==> src/rtl/byte_alu_pkg.sv <==
package byte_alu_pkg;
  localparam logic [3:0] OP_ADD  = 4'd0;
  localparam logic [3:0] OP_SUB  = 4'd1;
  localparam logic [3:0] OP_AND  = 4'd2;
  localparam logic [3:0] OP_OR   = 4'd3;
  localparam logic [3:0] OP_XOR  = 4'd4;
  localparam logic [3:0] OP_CLR  = 4'd5;
  localparam logic [3:0] OP_INC  = 4'd6;
  localparam logic [3:0] OP_DEC  = 4'd7;
  localparam logic [3:0] OP_RL   = 4'd8;
  localparam logic [3:0] OP_RR   = 4'd9;
  localparam logic [3:0] OP_SWAP = 4'd10;
  localparam logic [3:0] OP_NOT  = 4'd11;

  localparam int ST_C  = 0;
  localparam int ST_DC = 1;
  localparam int ST_Z  = 2;

  typedef struct packed {
    logic c;
    logic dc;
    logic z;
  } flag_upd_t;
endpackage

==> src/rtl/byte_alu_addsub.sv <==
module byte_alu_addsub #(
  parameter int W = 8
) (
  input  logic [W-1:0] a_in,
  input  logic [W-1:0] b_in,
  input  logic         do_sub,
  input  logic         use_cin,
  input  logic         cin,
  output logic [W-1:0] sum,
  output logic         cout,
  output logic         half_cout
);
  localparam int H  = W / 2;
  localparam int HU = W - H;

  logic         cin_eff;
  logic [W-1:0] b_eff;
  logic [H:0]   lo_sum;
  logic [HU:0]  hi_sum;

  // subtraction is a + ~b + 1, with the carry acting as inverted borrow
  assign cin_eff = use_cin ? cin : do_sub;
  assign b_eff   = do_sub ? ~b_in : b_in;
  assign lo_sum  = {1'b0, a_in[H-1:0]} + {1'b0, b_eff[H-1:0]} + {{H{1'b0}}, cin_eff};
  assign hi_sum  = {1'b0, a_in[W-1:H]} + {1'b0, b_eff[W-1:H]} + {{HU{1'b0}}, lo_sum[H]};

  assign sum       = {hi_sum[HU-1:0], lo_sum[H-1:0]};
  assign cout      = hi_sum[HU];
  assign half_cout = lo_sum[H];
endmodule

==> src/rtl/byte_alu_unary.sv <==
module byte_alu_unary
  import byte_alu_pkg::*;
#(
  parameter int W = 8
) (
  input  logic [3:0]   op,
  input  logic [W-1:0] opnd,
  input  logic         cin,
  output logic [W-1:0] res,
  output logic         cout
);
  localparam int H = W / 2;

  always_comb begin
    cout = cin;
    case (op)
      OP_CLR:  res = '0;
      OP_INC:  res = opnd + W'(1);
      OP_DEC:  res = opnd - W'(1);
      OP_NOT:  res = ~opnd;
      OP_SWAP: res = {opnd[H-1:0], opnd[W-1:H]};
      OP_RL: begin
        res  = {opnd[W-2:0], cin};
        cout = opnd[W-1];
      end
      OP_RR: begin
        res  = {cin, opnd[W-1:1]};
        cout = opnd[0];
      end
      default: res = opnd;
    endcase
  end
endmodule

==> src/rtl/byte_alu.sv <==
module byte_alu
  import byte_alu_pkg::*;
#(
  parameter int DATA_W = 8,
  parameter int ST_W   = 8
) (
  input  logic              clk,
  input  logic              rst,
  input  logic              op_valid,
  input  logic [3:0]        op_code,
  input  logic              carry_ext,
  input  logic              use_lit,
  input  logic [DATA_W-1:0] w_opnd,
  input  logic [DATA_W-1:0] f_opnd,
  input  logic [DATA_W-1:0] lit,
  input  logic [ST_W-1:0]   status_in,
  output logic              res_valid,
  output logic [DATA_W-1:0] result,
  output logic [ST_W-1:0]   status_out
);
  logic [DATA_W-1:0] b_opnd;
  logic [DATA_W-1:0] as_sum, un_res, nxt_res;
  logic              as_cout, as_hcout, un_cout;
  logic              nxt_c, nxt_dc;
  flag_upd_t         upd;
  logic [ST_W-1:0]   nxt_st;
  logic [3:0]        r_op;

  assign b_opnd = use_lit ? lit : f_opnd;

  byte_alu_addsub #(.W(DATA_W)) u_addsub (
    .a_in      (b_opnd),
    .b_in      (w_opnd),
    .do_sub    (op_code == OP_SUB),
    .use_cin   (carry_ext),
    .cin       (status_in[ST_C]),
    .sum       (as_sum),
    .cout      (as_cout),
    .half_cout (as_hcout)
  );

  byte_alu_unary #(.W(DATA_W)) u_unary (
    .op   (op_code),
    .opnd (b_opnd),
    .cin  (status_in[ST_C]),
    .res  (un_res),
    .cout (un_cout)
  );

  always_comb begin
    nxt_res = un_res;
    nxt_c   = as_cout;
    nxt_dc  = as_hcout;
    upd     = '{c: 1'b0, dc: 1'b0, z: 1'b1};
    case (op_code)
      OP_ADD, OP_SUB: begin
        nxt_res = as_sum;
        upd     = '{c: 1'b1, dc: 1'b1, z: 1'b1};
      end
      OP_AND:  nxt_res = w_opnd & b_opnd;
      OP_OR:   nxt_res = w_opnd | b_opnd;
      OP_XOR:  nxt_res = w_opnd ^ b_opnd;
      OP_RL, OP_RR: begin
        nxt_c = un_cout;
        upd   = '{c: 1'b1, dc: 1'b0, z: 1'b0};
      end
      OP_SWAP: upd = '{c: 1'b0, dc: 1'b0, z: 1'b0};
      default: ;
    endcase
  end

  always_comb begin
    nxt_st = status_in;
    if (upd.c)  nxt_st[ST_C]  = nxt_c;
    if (upd.dc) nxt_st[ST_DC] = nxt_dc;
    if (upd.z)  nxt_st[ST_Z]  = (nxt_res == '0);
  end

  always_ff @(posedge clk) begin
    if (rst) begin
      res_valid  <= 1'b0;
      result     <= '0;
      status_out <= '0;
      r_op       <= '0;
    end else begin
      res_valid <= op_valid;
      if (op_valid) begin
        result     <= nxt_res;
        status_out <= nxt_st;
        r_op       <= op_code;
      end
    end
  end


  valid_latency_chk: assert property (@(posedge clk) disable iff (rst)
    res_valid == $past(op_valid));

  hold_when_idle_chk: assert property (@(posedge clk) disable iff (rst)
    !op_valid |=> $stable(result) && $stable(status_out));

  upper_status_chk: assert property (@(posedge clk) disable iff (rst)
    op_valid |=> status_out[ST_W-1:3] == $past(status_in[ST_W-1:3]));

  swap_flags_chk: assert property (@(posedge clk) disable iff (rst)
    (op_valid && op_code == OP_SWAP) |=> status_out == $past(status_in));

  rotate_keeps_zdc_chk: assert property (@(posedge clk) disable iff (rst)
    (op_valid && (op_code == OP_RL || op_code == OP_RR))
      |=> status_out[ST_Z:ST_DC] == $past(status_in[ST_Z:ST_DC]));

  zero_only_chk: assert property (@(posedge clk) disable iff (rst)
    (res_valid && r_op >= OP_AND && r_op <= OP_DEC)
      |-> status_out[ST_Z] == (result == '0));
endmodule

==> config.mk <==
export PLATFORM = sky130hd
export DESIGN_NAME = byte_alu
export DESIGN_NICKNAME = d
export VERILOG_FILES = /design/src/rtl/byte_alu_pkg.sv /design/src/rtl/byte_alu_addsub.sv /design/src/rtl/byte_alu_unary.sv /design/src/rtl/byte_alu.sv
export SDC_FILE = /design/constraint.sdc
export NUM_CORES = 1
export LEC_CHECK = 0
export BUFFER_PORTS_ARGS = -buffer_cell sky130_fd_sc_hd__buf_4
export CAP_MARGIN = 20
export CORE_UTILIZATION = 50
export CTS_BUF_LIST = sky130_fd_sc_hd__clkbuf_4 sky130_fd_sc_hd__clkbuf_8
export DETAILED_ROUTE_END_ITERATION = 10
export PLACE_DENSITY = 0.75
export SYNTH_ARGS = -nofsm -noshare
export SYNTH_HDL_FRONTEND = slang
export SYNTH_SLANG_ARGS = --single-unit
==> constraint.sdc <==
create_clock -name clk -period 15.8 [get_ports clk]
set_clock_uncertainty 0.2 [all_clocks]
set_input_delay 3.16 -clock clk [delete_from_list [all_inputs] [get_ports clk]]
set_output_delay 3.16 -clock clk [all_outputs]
set_load 0.01 [all_outputs]
# == After elaboration in Yosys (flattened, before gate mapping) ==
# Cells that the tools add are included.
# totals
regBits,17
elab_cells,40
# op_classes
eq_ne,11
add_sub_neg,6
bitwise,5
muxes,11
n_reduce_logical,4
# op_table
cell,n
8-bit one-hot mux with 7 select lines,1
8-bit one-hot mux with 4 select lines,1
"4-bit by 3-bit equality test with 1-bit output, second input constant",4
"4-bit equality test, second input constant",4
8-bit two-way mux,2
8-bit inverter,2
4-bit by 4-bit adder with 5-bit output,2
5-bit by 1-bit adder with 5-bit output,2
3-bit one-hot mux with 3 select lines,1
"8-bit by 1-bit adder with 8-bit output, second input constant",1
8-bit bitwise AND,1
"4-bit by 2-bit equality test with 1-bit output, second input constant",2
8-bit logical NOT,1
8-bit bitwise OR,1
"8-bit by 1-bit subtractor with 8-bit output, second input constant",1
8-bit bitwise XOR,1
1-bit two-way mux,5
"4-bit by 1-bit equality test with 1-bit output, second input constant",1
4-bit logical NOT,1
2-bit OR reduction,2
1-bit one-hot mux with 2 select lines,1

# == Longest topological paths before layout ==
# Gate-level depths: netlist (run 1).
# logic_depth
word_depth,8
mapped_depth,20
ltp_nobuf,17

# == Cells and area by module ==
# From an unflattened synthesis (run 1), not the netlist that was laid out.
# hier_totals
cells_unflattened,351
hier_area_um2,2692.6
# by_module_without_submodules
mod,seq_area_each_um2,area_each_um2,cells_each,n_inst
byte_alu,340.3,1436.4,174,1
byte_alu_unary,0.0,880.8,134,1
byte_alu_addsub,0.0,375.4,43,1

# == Worst setup path after synthesis (run 1) ==
# No wires, ideal clock.
# synth_timing
path_kind,input -> register
from,input port op_code[1]
to,register status_out[2]
stages,19
path_buffers,3
required_ps,15512
setup_slack_ps,8362
t_arrival_ps,7150
path_cell_list,buf_2 -> buf_2 -> nor3_1 -> and2_1 -> buf_2 -> xnor2_1 -> fa_1 -> inv_1 -> fa_1 -> a21o_1 -> a21o_1 -> fa_1 -> fa_1 -> inv_1 -> o221ai_1 -> a211oi_1 -> o32a_1 -> nand4_1 -> o32ai_2
# synth_between
elab_chain_len,8
word_cells_on_any_way,25
classes_between,4 x add/sub; 11 x eq/ne; 6 x mux; 4 x reduce/logical
# synth_lines
item,line_no,text
start: declaration,byte_alu.sv:10,"input logic [3:0] op_code,"
4-bit by 1-bit equality test with 1-bit output,"byte_alu.sv:34, byte_alu.sv:55",
8-bit two-way mux,byte_alu_addsub.sv:23,assign b_eff = do_sub ? ~b_in : b_in;
4-bit by 4-bit adder with 5-bit output,byte_alu_addsub.sv:24,"assign lo_sum = {1'b0, a_in[H-1:0]} + {1'b0, b_eff[H-1:0]} + {{H{1'b0}}, cin_eff};"
5-bit by 1-bit adder with 5-bit output,byte_alu_addsub.sv:24,
5-bit by 1-bit adder with 5-bit output,byte_alu_addsub.sv:25,"assign hi_sum = {1'b0, a_in[W-1:H]} + {1'b0, b_eff[W-1:H]} + {{HU{1'b0}}, lo_sum[H]};"
8-bit one-hot mux with 4 select lines,byte_alu.sv:55,case (op_code)
8-bit logical NOT,byte_alu.sv:76,if (upd.z) nxt_st[ST_Z] = (nxt_res == '0);
1-bit two-way mux (*),byte_alu.sv:76,
end signal: assignment,byte_alu.sv:89,status_out <= nxt_st;
end: declaration,byte_alu.sv:19,output logic [ST_W-1:0] status_out
# Every way passes the cells marked *; elsewhere a longest branch is shown, timed or not.
# A chain may end at the register's enable or synchronous reset.

# == Worst setup path after layout (run 1) ==
# Ends and elaborated chain as after synthesis.

==> impl_metrics.yaml, run 1 <==
setup_path:
  crit-reg2reg-launch: "result[6]"
  reg2regPathDepth: 2
  critPathRequiredTime_ns: 15.77
  worstSetupEndpointType: "flop"
  crit_fanout: 37
  critPathKind: "input pin to flop"
  start_kind: "input pin"
  rr_endpoint: "result[6]"
  r2r_setup_slack_ns: 14.80
  arrival_ns: 7.61
floorplan:
  die_w_um: 72.3
  ios: 58
  initial_core_util_pct: 52.3
  dieArea_sq_um: 5230
  core_area_sq_um: 4720
  rows: 25
  dieHeight_um: 72.3
sta:
  timing_hold_violations_final: 0
  rsz0062_at_grt: "false"
  setup_viol: 0
  final_max_slew_viol_count: 0
  fmax_mhz: 131
  slew_headroom_pct: 57.7
  worst_pin_slew_ns: 0.633
  finalCritPeriodShare_pct: 48.4
  timing.final.crit_period_ns: 7.65
  fin_tns_setup_ns: 0
power:
  power.density_nw_per_um2: 57.0
  peakVddDrop_uv: 27.5
  p_leak_nw: 1.38
min_path:
  hold_path_class: "flop to flop"
  min_delay_worst_endpoint: "result[3]"
  hp-start: "result[3]"
  worst_hold_path.num_cells: 2
global_route:
  grt-ovfl-total: 0
  first_global_vias: 2250
  antenna_found_initial: 0
  grt_max_degree: 38
  grt_pass1_wl_um: 10700
  grt_usage_pct: 25.7
cts:
  path_clk_slew_ns: 0.06
  cts_resized: 0
  cts-hold-fix-buffers: 0
  cts_tree: "yes"
  cts_setup_buffers: 0
  cts.path.max_buffers: 2
  clock_latency_ns: 0.25
  cts-root-buf: "clkbuf_8"
  cts_buffers: 3
  cts.sinks: 17
  cts_max_level: 1
logic_synthesis:
  synth_commonest_cells: "nor2_1, a21oi_1, ha_1"
  synth_compound_area_share_pct: 27.7
  yosys-mux-area-fraction_pct: 10.7
  synth_simple_gate_area_share_pct: 17.2
  yosysMostFrequentCell: "nor2_1"
  synth_warnings: 0
  syn_avg_cell_area_sq_um: 7.84
  yosys.area.top_type: "ha_1"
  synth_top_area_share_pct: 14.2
  synthAdderAreaFrac_pct: 18.2
  synth.area.top_cells: "ha_1, dfxtp_1, a21oi_1"
  syn_nets: 389
  synth_top_family_by_area: "compound AO/OA/AOI/OAI gates"
  synth.distinct_cells: 61
  synth_edf_count: 0
  synth_xor_area_share_pct: 5.32
  ys.flop_type: "dfxtp_1"
  synth.cell_area_sq_um: 2470
  synthArstFlopShare_pct: 0
  ys_seq_elements: 17
  synth-seq-area-share_pct: 13.8
  synthCells: 315
detailed_routing:
  avgViaCountPerCell: 6.00
  vias: 2543
  dr.first_iter.drc_count: 225
  postRouteAntennaNets: 0
  drc: 0
  drt-pass1-iter-count: 4
  wirelength_um: 6660
  wl_per_cell_um: 15.7
layout:
  utilization_pct: 62.2
  area_delta_synth_final_pct: 19.0
  nNetsFinal: 432
  drive_gt1_share_pct: 21.6
  antenna_cells: 0
  fillers: 452
place:
  dpl.hpwl_um: 5320
  gp_congestion: 0.957
  portBuffers: 57
outcome:
  status: "complete, no violations"
job:
  cap_violations: 0
==> flip-flops by register name, indices dropped and copies added (netlist names) <==
register	cells
result	8
status_out	8
res_valid	1
==> cells by family (layout without fill, tap and decap cells) <==
| logic type | after synthesis | after routing |
|---|---|---|
| muxes | 21 | 21 |
| and+or+nand+nor | 89 | 89 |
| DFF | 17 | 17 |
| xor gates and xnor gates | 15 | 15 |
| AOI/OAI and AO/OA | 98 | 98 |
| adders and majority gates | 33 | 33 |
| buffers and inverters | 42 | 84 |
==> report_power, final <==
part           switching, mW  leakage (nW)  internal, mW
clock network         0.0147        0.0255        0.0175
registers            0.00144         0.141        0.0460
logic                 0.0487          1.22        0.0391
==> area by class of cell <==
type	instances	area, sq um	share of cell area, %
multi-input cells	256	1950	66.5
clock inverters	1	5.00	0.170
flip-flops and latches	17	340	11.6
clock buffers	3	41.3	1.40
inverters	23	86.3	2.94
repair buffers	57	428	14.6
well taps	67	83.8	2.85
==> placed cells by master, fill, tap and decap left out, types with 7 or more instances in the layout <==
cell type | netlist | routed
mux2i_1 | 14 | 14
a211oi_1 | 9 | 9
dfxtp_1 | 17 | 17
a21oi_1 | 29 | 29
o21ai_0 | 7 | 7
nand2_1 | 21 | 21
a21o_1 | 8 | 8
nor2_1 | 34 | 34
buf_4 | 0 | 57
inv_1 | 20 | 20
ha_1 | 28 | 28
xnor2_1 | 12 | 12
==> metrics by stage <==
| stage | hold WS [ns] | power, mW | instance area, sq um | setup slack (ns) | cells |
|---|---|---|---|---|---|
| 2_1_floorplan | 0.305 | 0.108 | 2470 | 8.36 | 315 |
| 3_3_place_gp | 0.275 | 0.134 | 2890 | 8.13 | 420 |
| 3_5_place_dp | 0.276 | 0.135 | 2890 | 7.97 | 420 |
| 4_1_cts | 0.287 | 0.167 | 2940 | 8.22 | 424 |
| 5_1_grt | 0.297 | 0.179 | 2940 | 7.90 | 424 |
| 6_report | 0.285 | 0.168 | 2940 | 8.15 | 424 |
==> worst max-delay path: stages <==
cell      delay (ns)
buf_4           0.23
nor3_1          0.56
and2_1          0.52
xnor2_1         0.20
fa_1            0.20
inv_1           0.06
fa_1            0.40
a21o_1          0.17
a21o_1          0.20
fa_1            0.40
fa_1            0.43
inv_1           0.07
o221ai_1        0.11
a211oi_1        0.27
o32a_1          0.25
nand4_1         0.13
o32ai_2         0.27
==> worst max path at each step <==
stage / start / to / slack [ns] / cells past startpoint
floorplan: op_code[1] / status_out[2] / 8.36 / 19
global placement: op_code[1] / status_out[2] / 8.13 / 17
detailed placement: op_code[1] / status_out[2] / 7.97 / 17
CTS: op_code[1] / status_out[2] / 8.22 / 17
global route: op_code[1] / status_out[2] / 7.90 / 17
finish: op_code[1] / status_out[2] / 8.15 / 17
==> metal layers <==
| layer | GRT usage [%] | wire (um) | part of all wire [%] | vias to the layer above |
|---|---|---|---|---|
| met1 | 33.8 | 2870 | 43 | 1168 |
| met5 | 0 | 0 | 0 | - |
| met3 | 1.94 | 509 | 7.6 | 7 |
| met4 | 6.10 | 74 | 1.1 | 0 |
| met2 | 45.6 | 3210 | 48 | 131 |
| li1 | - | - | - | 1237 |
(Power assumes the default switching activity.)
==> run 2: changes to the inputs <==
- ABC_AREA: unset -> 1
- PLACE_DENSITY: 0.75 -> 0.78
- clock period: 15.8 -> 6.3 ns (I/O delays scaled with it)
==> run 2 against run 1 <==
First-iteration DRC count up 10%. Hold slack worse by 0.0026 ns. Sequential power rose to 2.5 times the previous value. Sequential cell count unchanged. Clock power rose to 2.6 times the previous value. Wire length up 9.2%. Register-to-register slack worse by 9.4 ns. Via count up 12%. Utilization up 0.96 points. Final cell count up 30%. Critical path type unchanged. Highest routed layer unchanged.
==> impl_metrics.yaml, run 2 <==
layout:
  area_delta_synth_final_pct: 20.6
  largestRegisters: "result: 8 flops, status_out: 8 flops, res_valid: 1 flops"
  antenna_cells: 0
  final_cells: 550
  final_common_cell: "nand2_1"
  nNetsFinal: 558
  drive_gt1_share_pct: 16.4
  final_cell_mix: "nand2_1, nor2_1, inv_1, buf_4, o21ai_0"
min_path:
  hp-start: "result[3]"
  min_delay_worst_endpoint: "result[3]"
  worst_hold_path.num_cells: 2
  hold_path_class: "flop to flop"
setup_path:
  critPathKind: "input pin to flop"
  reg2regPathDepth: 4
  r2r_setup_slack_ns: 5.41
  slowest_stage: "fa_1"
  crit_chain: "buf_4 > nor2_1 > nand2_1 > xor2_1 > fa_1 > inv_1 > fa_1 > nand3_1 > nand2_1 > fa_1 > fa_1 > a221oi_1 > nand2_1 > nor2_1 > nand3_1 > a21oi_2"
  rr_endpoint: "result[5]"
  arrival_ns: 4.73
  crit-reg2reg-launch: "result[5]"
  crit_fanout: 9
  max_stage_delay_ns: 0.44
  cpMostUsedCell: "fa_1"
  critPathRequiredTime_ns: 6.29
  worstSetupEndpointType: "flop"
  start_kind: "input pin"
floorplan:
  rows: 25
  dieHeight_um: 72.8
  die_w_um: 72.8
  core_area_sq_um: 4790
  initial_core_util_pct: 52.4
  dieArea_sq_um: 5300
  ios: 58
sta:
  timing.final.crit_period_ns: 4.74
  slew_headroom_pct: 44.8
  setup_viol: 0
  fin_tns_setup_ns: 0
  fmax_mhz: 211
  final_max_slew_viol_count: 0
  timing_hold_violations_final: 0
  worst_pin_slew_ns: 0.819
  setup_ws_ns: 1.56
  rsz0062_at_grt: "false"
  finalCritPeriodShare_pct: 75.2
power:
  p_leak_nw: 1.71
  power.switching_mw: 0.164
  switching_share_pct: 40.6
  pwr-share-comb_pct: 49.8
  design_power_total_mw: 0.405
  peakVddDrop_uv: 73.3
  p_clk_share_pct: 20.5
  power.density_nw_per_um2: 134
  p_seq_share_pct: 29.7
  internal_power_mw: 0.240
global_route:
  first_global_vias: 2545
  grt-ovfl-total: 0
  antenna_found_initial: 0
  grt_max_degree: 22
  grt_pass1_wl_um: 11800
  grt_usage_pct: 28.6
logic_synthesis:
  yosysMostFrequentCell: "nand2_1"
  syn_nets: 502
  synthArstFlopShare_pct: 0
  synthCells: 428
  yosys.area.top_type: "nand2_1"
  ys.flop_type: "dfxtp_1"
  syn_avg_cell_area_sq_um: 5.86
  synth_edf_count: 0
  synth_warnings: 0
  ys_seq_elements: 17
  synth_top_area_share_pct: 18.7
  synth.cell_area_sq_um: 2510
  synth.distinct_cells: 33
  synth_commonest_cells: "nand2_1, nor2_1, inv_1"
  synth.area.top_cells: "nand2_1, ha_1, dfxtp_1"
  synth-seq-area-share_pct: 13.6
detailed_routing:
  drt-pass1-iter-count: 5
  drc: 0
  postRouteAntennaNets: 0
  vias: 2852
  dr.first_iter.drc_count: 248
  avgViaCountPerCell: 5.19
  wirelength_um: 7280
  wl_per_cell_um: 13.2
outcome:
  status: "complete, no violations"
cts:
  cts.sinks: 17
  clock_latency_ns: 0.26
  cts_setup_buffers: 0
  cts-hold-fix-buffers: 0
  cts_resized: 0
  cts.path.max_buffers: 2
  path_clk_slew_ns: 0.06
  cts_max_level: 1
  cts_buffers: 3
  cts-root-buf: "clkbuf_8"
  cts_tree: "yes"
place:
  dpl.hpwl_um: 5810
  portBuffers: 57
  dp_slack_ns: 1.33
  gp_congestion: 0.929
  dp.cells: 546
job:
  cap_violations: 0
==> run 2: cell type report <==
class                   count  area (sq um)
multi-input cells         341          1870
well taps                  67          83.8
clock buffers               3          41.3
inverters                  62           238
fillers                   455          1760
flip-flops and latches     17           340
clock inverters             1          5.00
repair buffers             59           443
==> run 2: kinds of logic (layout without fill, tap and decap cells) <==
group / Yosys count / in the layout / share of synthesized area, %
adders and majority gates: 33 / 33 / 18.0
and+or+nand+nor: 228 / 228 / 37.2
buffers and inverters: 70 / 125 / 11.7
DFF: 17 / 17 / 13.6
xor gates and xnor gates: 9 / 9 / 3.14
AOI/OAI and AO/OA: 71 / 71 / 16.4
==> run 2: power by group through the flow <==
stage / Clock (mW) / Combinational, mW / Sequential [mW]
floorplan: 0 / 0.126 / 0.126
global placement: 0 / 0.194 / 0.122
detailed placement: 0 / 0.197 / 0.123
CTS: 0.0837 / 0.199 / 0.120
global route: 0.0865 / 0.226 / 0.121
finish: 0.0828 / 0.202 / 0.120
==> run 2: worst max-delay path by stage <==
stage,startpoint,endpoint,slack [ns],cells past startpoint
5_1_grt,op_code[3],result[6],1.22,19
2_1_floorplan,op_code[3],result[6],1.65,19
3_3_place_gp,op_code[3],result[6],1.43,19
4_1_cts,op_code[3],result[6],1.58,19
3_5_place_dp,op_code[3],result[6],1.33,19
6_report,op_code[3],status_out[2],1.56,16
==> run 2: critical path, delay by kind of cell <==
kind | cells | cell delay [ns]
AOI/OAI and AO/OA | 2 | 0.43
buffers and inverters | 2 | 0.21
xor gates and xnor gates | 1 | 0.28
and+or+nand+nor | 7 | 1.12
adders and majority gates | 4 | 1.42
==> run 2: through the flow <==
stage / hold WS [ns] / utilization [%] / cell area [sq um]
after floorplan: 0.316 / - / 2510
after global placement: 0.265 / 62.2 / 2980
after detailed placement: 0.265 / 62.2 / 2980
after CTS: 0.285 / 63.2 / 3020
after global routing: 0.318 / 63.2 / 3020
final: 0.282 / 63.2 / 3020
==> run 2: layer usage <==
| metal | part of all wire (%) | track usage, % | routed length, um | up-vias |
|---|---|---|---|---|
| met3 | 8.0 | 5.25 | 585 | 11 |
| met4 | 1.0 | 5.45 | 76 | 0 |
| met1 | 47 | 39.4 | 3420 | 1251 |
| li1 | - | - | - | 1470 |
| met5 | 0 | 0 | 0 | - |
| met2 | 44 | 46.9 | 3200 | 120 |
==> run 3: changes to the inputs <==
- ABC_AREA: 1 -> 0
- PLACE_DENSITY: 0.78 -> 0.75
- clock period: 6.3 -> 4.93 ns (I/O delays scaled with it)
==> run 3 against run 2 <==
First-iteration DRC count grew 29%. Sequential power rose by 27%. Clock power grew 29%. Sequential cell count unchanged. Non-clock buffer count increased by 9. Critical path type unchanged. Critical path depth is 2 higher. Largest power group unchanged. Power is 37% higher. Via count down 8.3%.
==> impl_metrics.yaml, run 3 (synthesis results as in run 1) <==
outcome:
  status: "complete, no violations"
setup_path:
  cpMostUsedCell: "fa_1"
  startpoint: "op_code[2]"
  slowest_stage: "fa_1"
  critPathKind: "input pin to flop"
  start_kind: "input pin"
  crit_fanout: 8
  critPathRequiredTime_ns: 4.90
  crit_chain: "buf_4 > nor3_4 > and2_1 > buf_4 > mux2i_1 > fa_1 > inv_1 > fa_1 > a21o_1 > a21o_1 > fa_2 > fa_1 > inv_1 > o221ai_1 > a211oi_1 > o32a_1 > nand4_1 > o32ai_2"
  arrival_ns: 4.49
  worstSetupEndpointType: "flop"
  max_stage_delay_ns: 0.44
  crit-reg2reg-launch: "result[6]"
min_path:
  hp-start: "result[3]"
  hold_path_class: "flop to flop"
layout:
  drive_gt1_share_pct: 24.5
  final_cell_mix: "buf_4, nor2_1, a21oi_1"
  fin_area_sq_um: 3040
  ff_latch_area_sq_um: 340
  nNetsFinal: 443
  fillers: 430
  final_common_cell: "buf_4"
  utilization_pct: 64.3
  multiInputGateArea_sq_um: 1970
  area_delta_synth_final_pct: 23.0
  largestRegisters: "result: 8 flops, status_out: 8 flops, res_valid: 1 flops"
  antenna_cells: 0
cts:
  cts.path.max_buffers: 2
  cts_resized: 0
  cts.sinks: 17
  cts_max_level: 1
  cts-hold-fix-buffers: 0
  path_clk_slew_ns: 0.06
  cts_buffers: 3
  cts_setup_buffers: 0
  clock_latency_ns: 0.25
  cts_tree: "yes"
  cts-root-buf: "clkbuf_8"
detailed_routing:
  drt-pass1-iter-count: 7
  postRouteAntennaNets: 0
  dr.first_iter.drc_count: 319
  wl_per_cell_um: 16.8
  avgViaCountPerCell: 6.01
  vias: 2615
  drc: 0
  wirelength_um: 7290
sta:
  slew_headroom_pct: 61.2
  worst_pin_slew_ns: 0.579
  rsz0062_at_grt: "false"
  setup_viol: 0
  finalCritPeriodShare_pct: 91.7
  fmax_mhz: 221
  timing.final.crit_period_ns: 4.52
  timing_hold_violations_final: 0
  setup_ws_ns: 0.408
  final_max_slew_viol_count: 0
  fin_tns_setup_ns: 0
power:
  design_power_total_mw: 0.555
  p_seq_share_pct: 27.5
  power.density_nw_per_um2: 183
  switching_share_pct: 38.2
  peakVddDrop_uv: 103
  p_leak_nw: 1.44
  power.switching_mw: 0.212
  pwr-share-comb_pct: 53.1
  p_clk_share_pct: 19.4
  internal_power_mw: 0.343
global_route:
  grt_usage_pct: 28.4
  grt_pass1_wl_um: 11400
  grt_max_degree: 37
  grt-ovfl-total: 0
  first_global_vias: 2310
  antenna_found_initial: 0
floorplan:
  core_area_sq_um: 4720
  dieArea_sq_um: 5230
  dieHeight_um: 72.3
  die_w_um: 72.3
  ios: 58
  rows: 25
  initial_core_util_pct: 52.3
place:
  dpl.hpwl_um: 5700
  portBuffers: 57
  postPlaceCellArea_sq_um: 2990
  dp_slack_ns: 0.117
  gp_congestion: 0.995
job:
  cap_violations: 0
run 3: cell count changes in the layout (fill, tap and decap cells not counted), moves of 10 or more:
cell / before / now
nand3_1: 27 / 3
nand2_1: 125 / 21
inv_1: 59 / 20
mux2i_1: 0 / 14
o21ai_0: 34 / 7
xnor2_1: 1 / 12
a21oi_1: 19 / 29
nor2_1: 61 / 34
run 3: through the flow:
stage	std cells	hold slack [ns]
3_3_place_gp	431	0.276
6_report	435	0.287
4_1_cts	435	0.291
3_5_place_dp	431	0.280
2_1_floorplan	315	0.305
5_1_grt	435	0.298
run 3: layout make-up:
type                            count  share of cell area [%]
Timing Repair Buffer               68                    16.8
Tap cell                           67                    2.76
Sequential cell                    17                    11.2
Multi-Input combinational cell    256                    64.8
Clock buffer                        4                    1.61
Inverter                           23                    2.84
run 3: metal layers:
| layer | vias to the layer above | global-route usage, % | part of all wire [%] |
|---|---|---|---|
| li1 | 1265 | - | - |
| met1 | 1195 | 37.8 | 42 |
| met2 | 137 | 44.4 | 45 |
| met3 | 18 | 6.81 | 11 |
| met4 | 0 | 10.7 | 2.2 |
| met5 | - | 0 | 0 |
run 3: final timing paths:
path | endpoint | slack (ns) | cells past startpoint
max | status_out[2] | 0.41 | 18
min | result[3] | 0.29 | 2
max reg2reg | result[6] | 3.92 | 2
min reg2reg | result[3] | 0.29 | 2
run 3: power groups by stage:
| stage | Sequential, mW | Combinational, mW | Clock (mW) |
|---|---|---|---|
| floorplan | 0.160 | 0.188 | 0 |
| global placement | 0.155 | 0.284 | 0 |
| detailed placement | 0.155 | 0.290 | 0 |
| CTS | 0.152 | 0.291 | 0.110 |
| global route | 0.153 | 0.321 | 0.115 |
| finish | 0.152 | 0.295 | 0.107 |
run 3: worst max-delay path: cells and delay by family:
| kind | cells | cell delay, ns |
|---|---|---|
| AND/OR/NAND/NOR | 3 | 0.32 |
| adder cells (fa/ha/maj) | 4 | 1.40 |
| multiplexers | 1 | 0.16 |
| AO/OA/AOI/OAI | 6 | 1.19 |
| buffers and inverters | 4 | 0.43 |
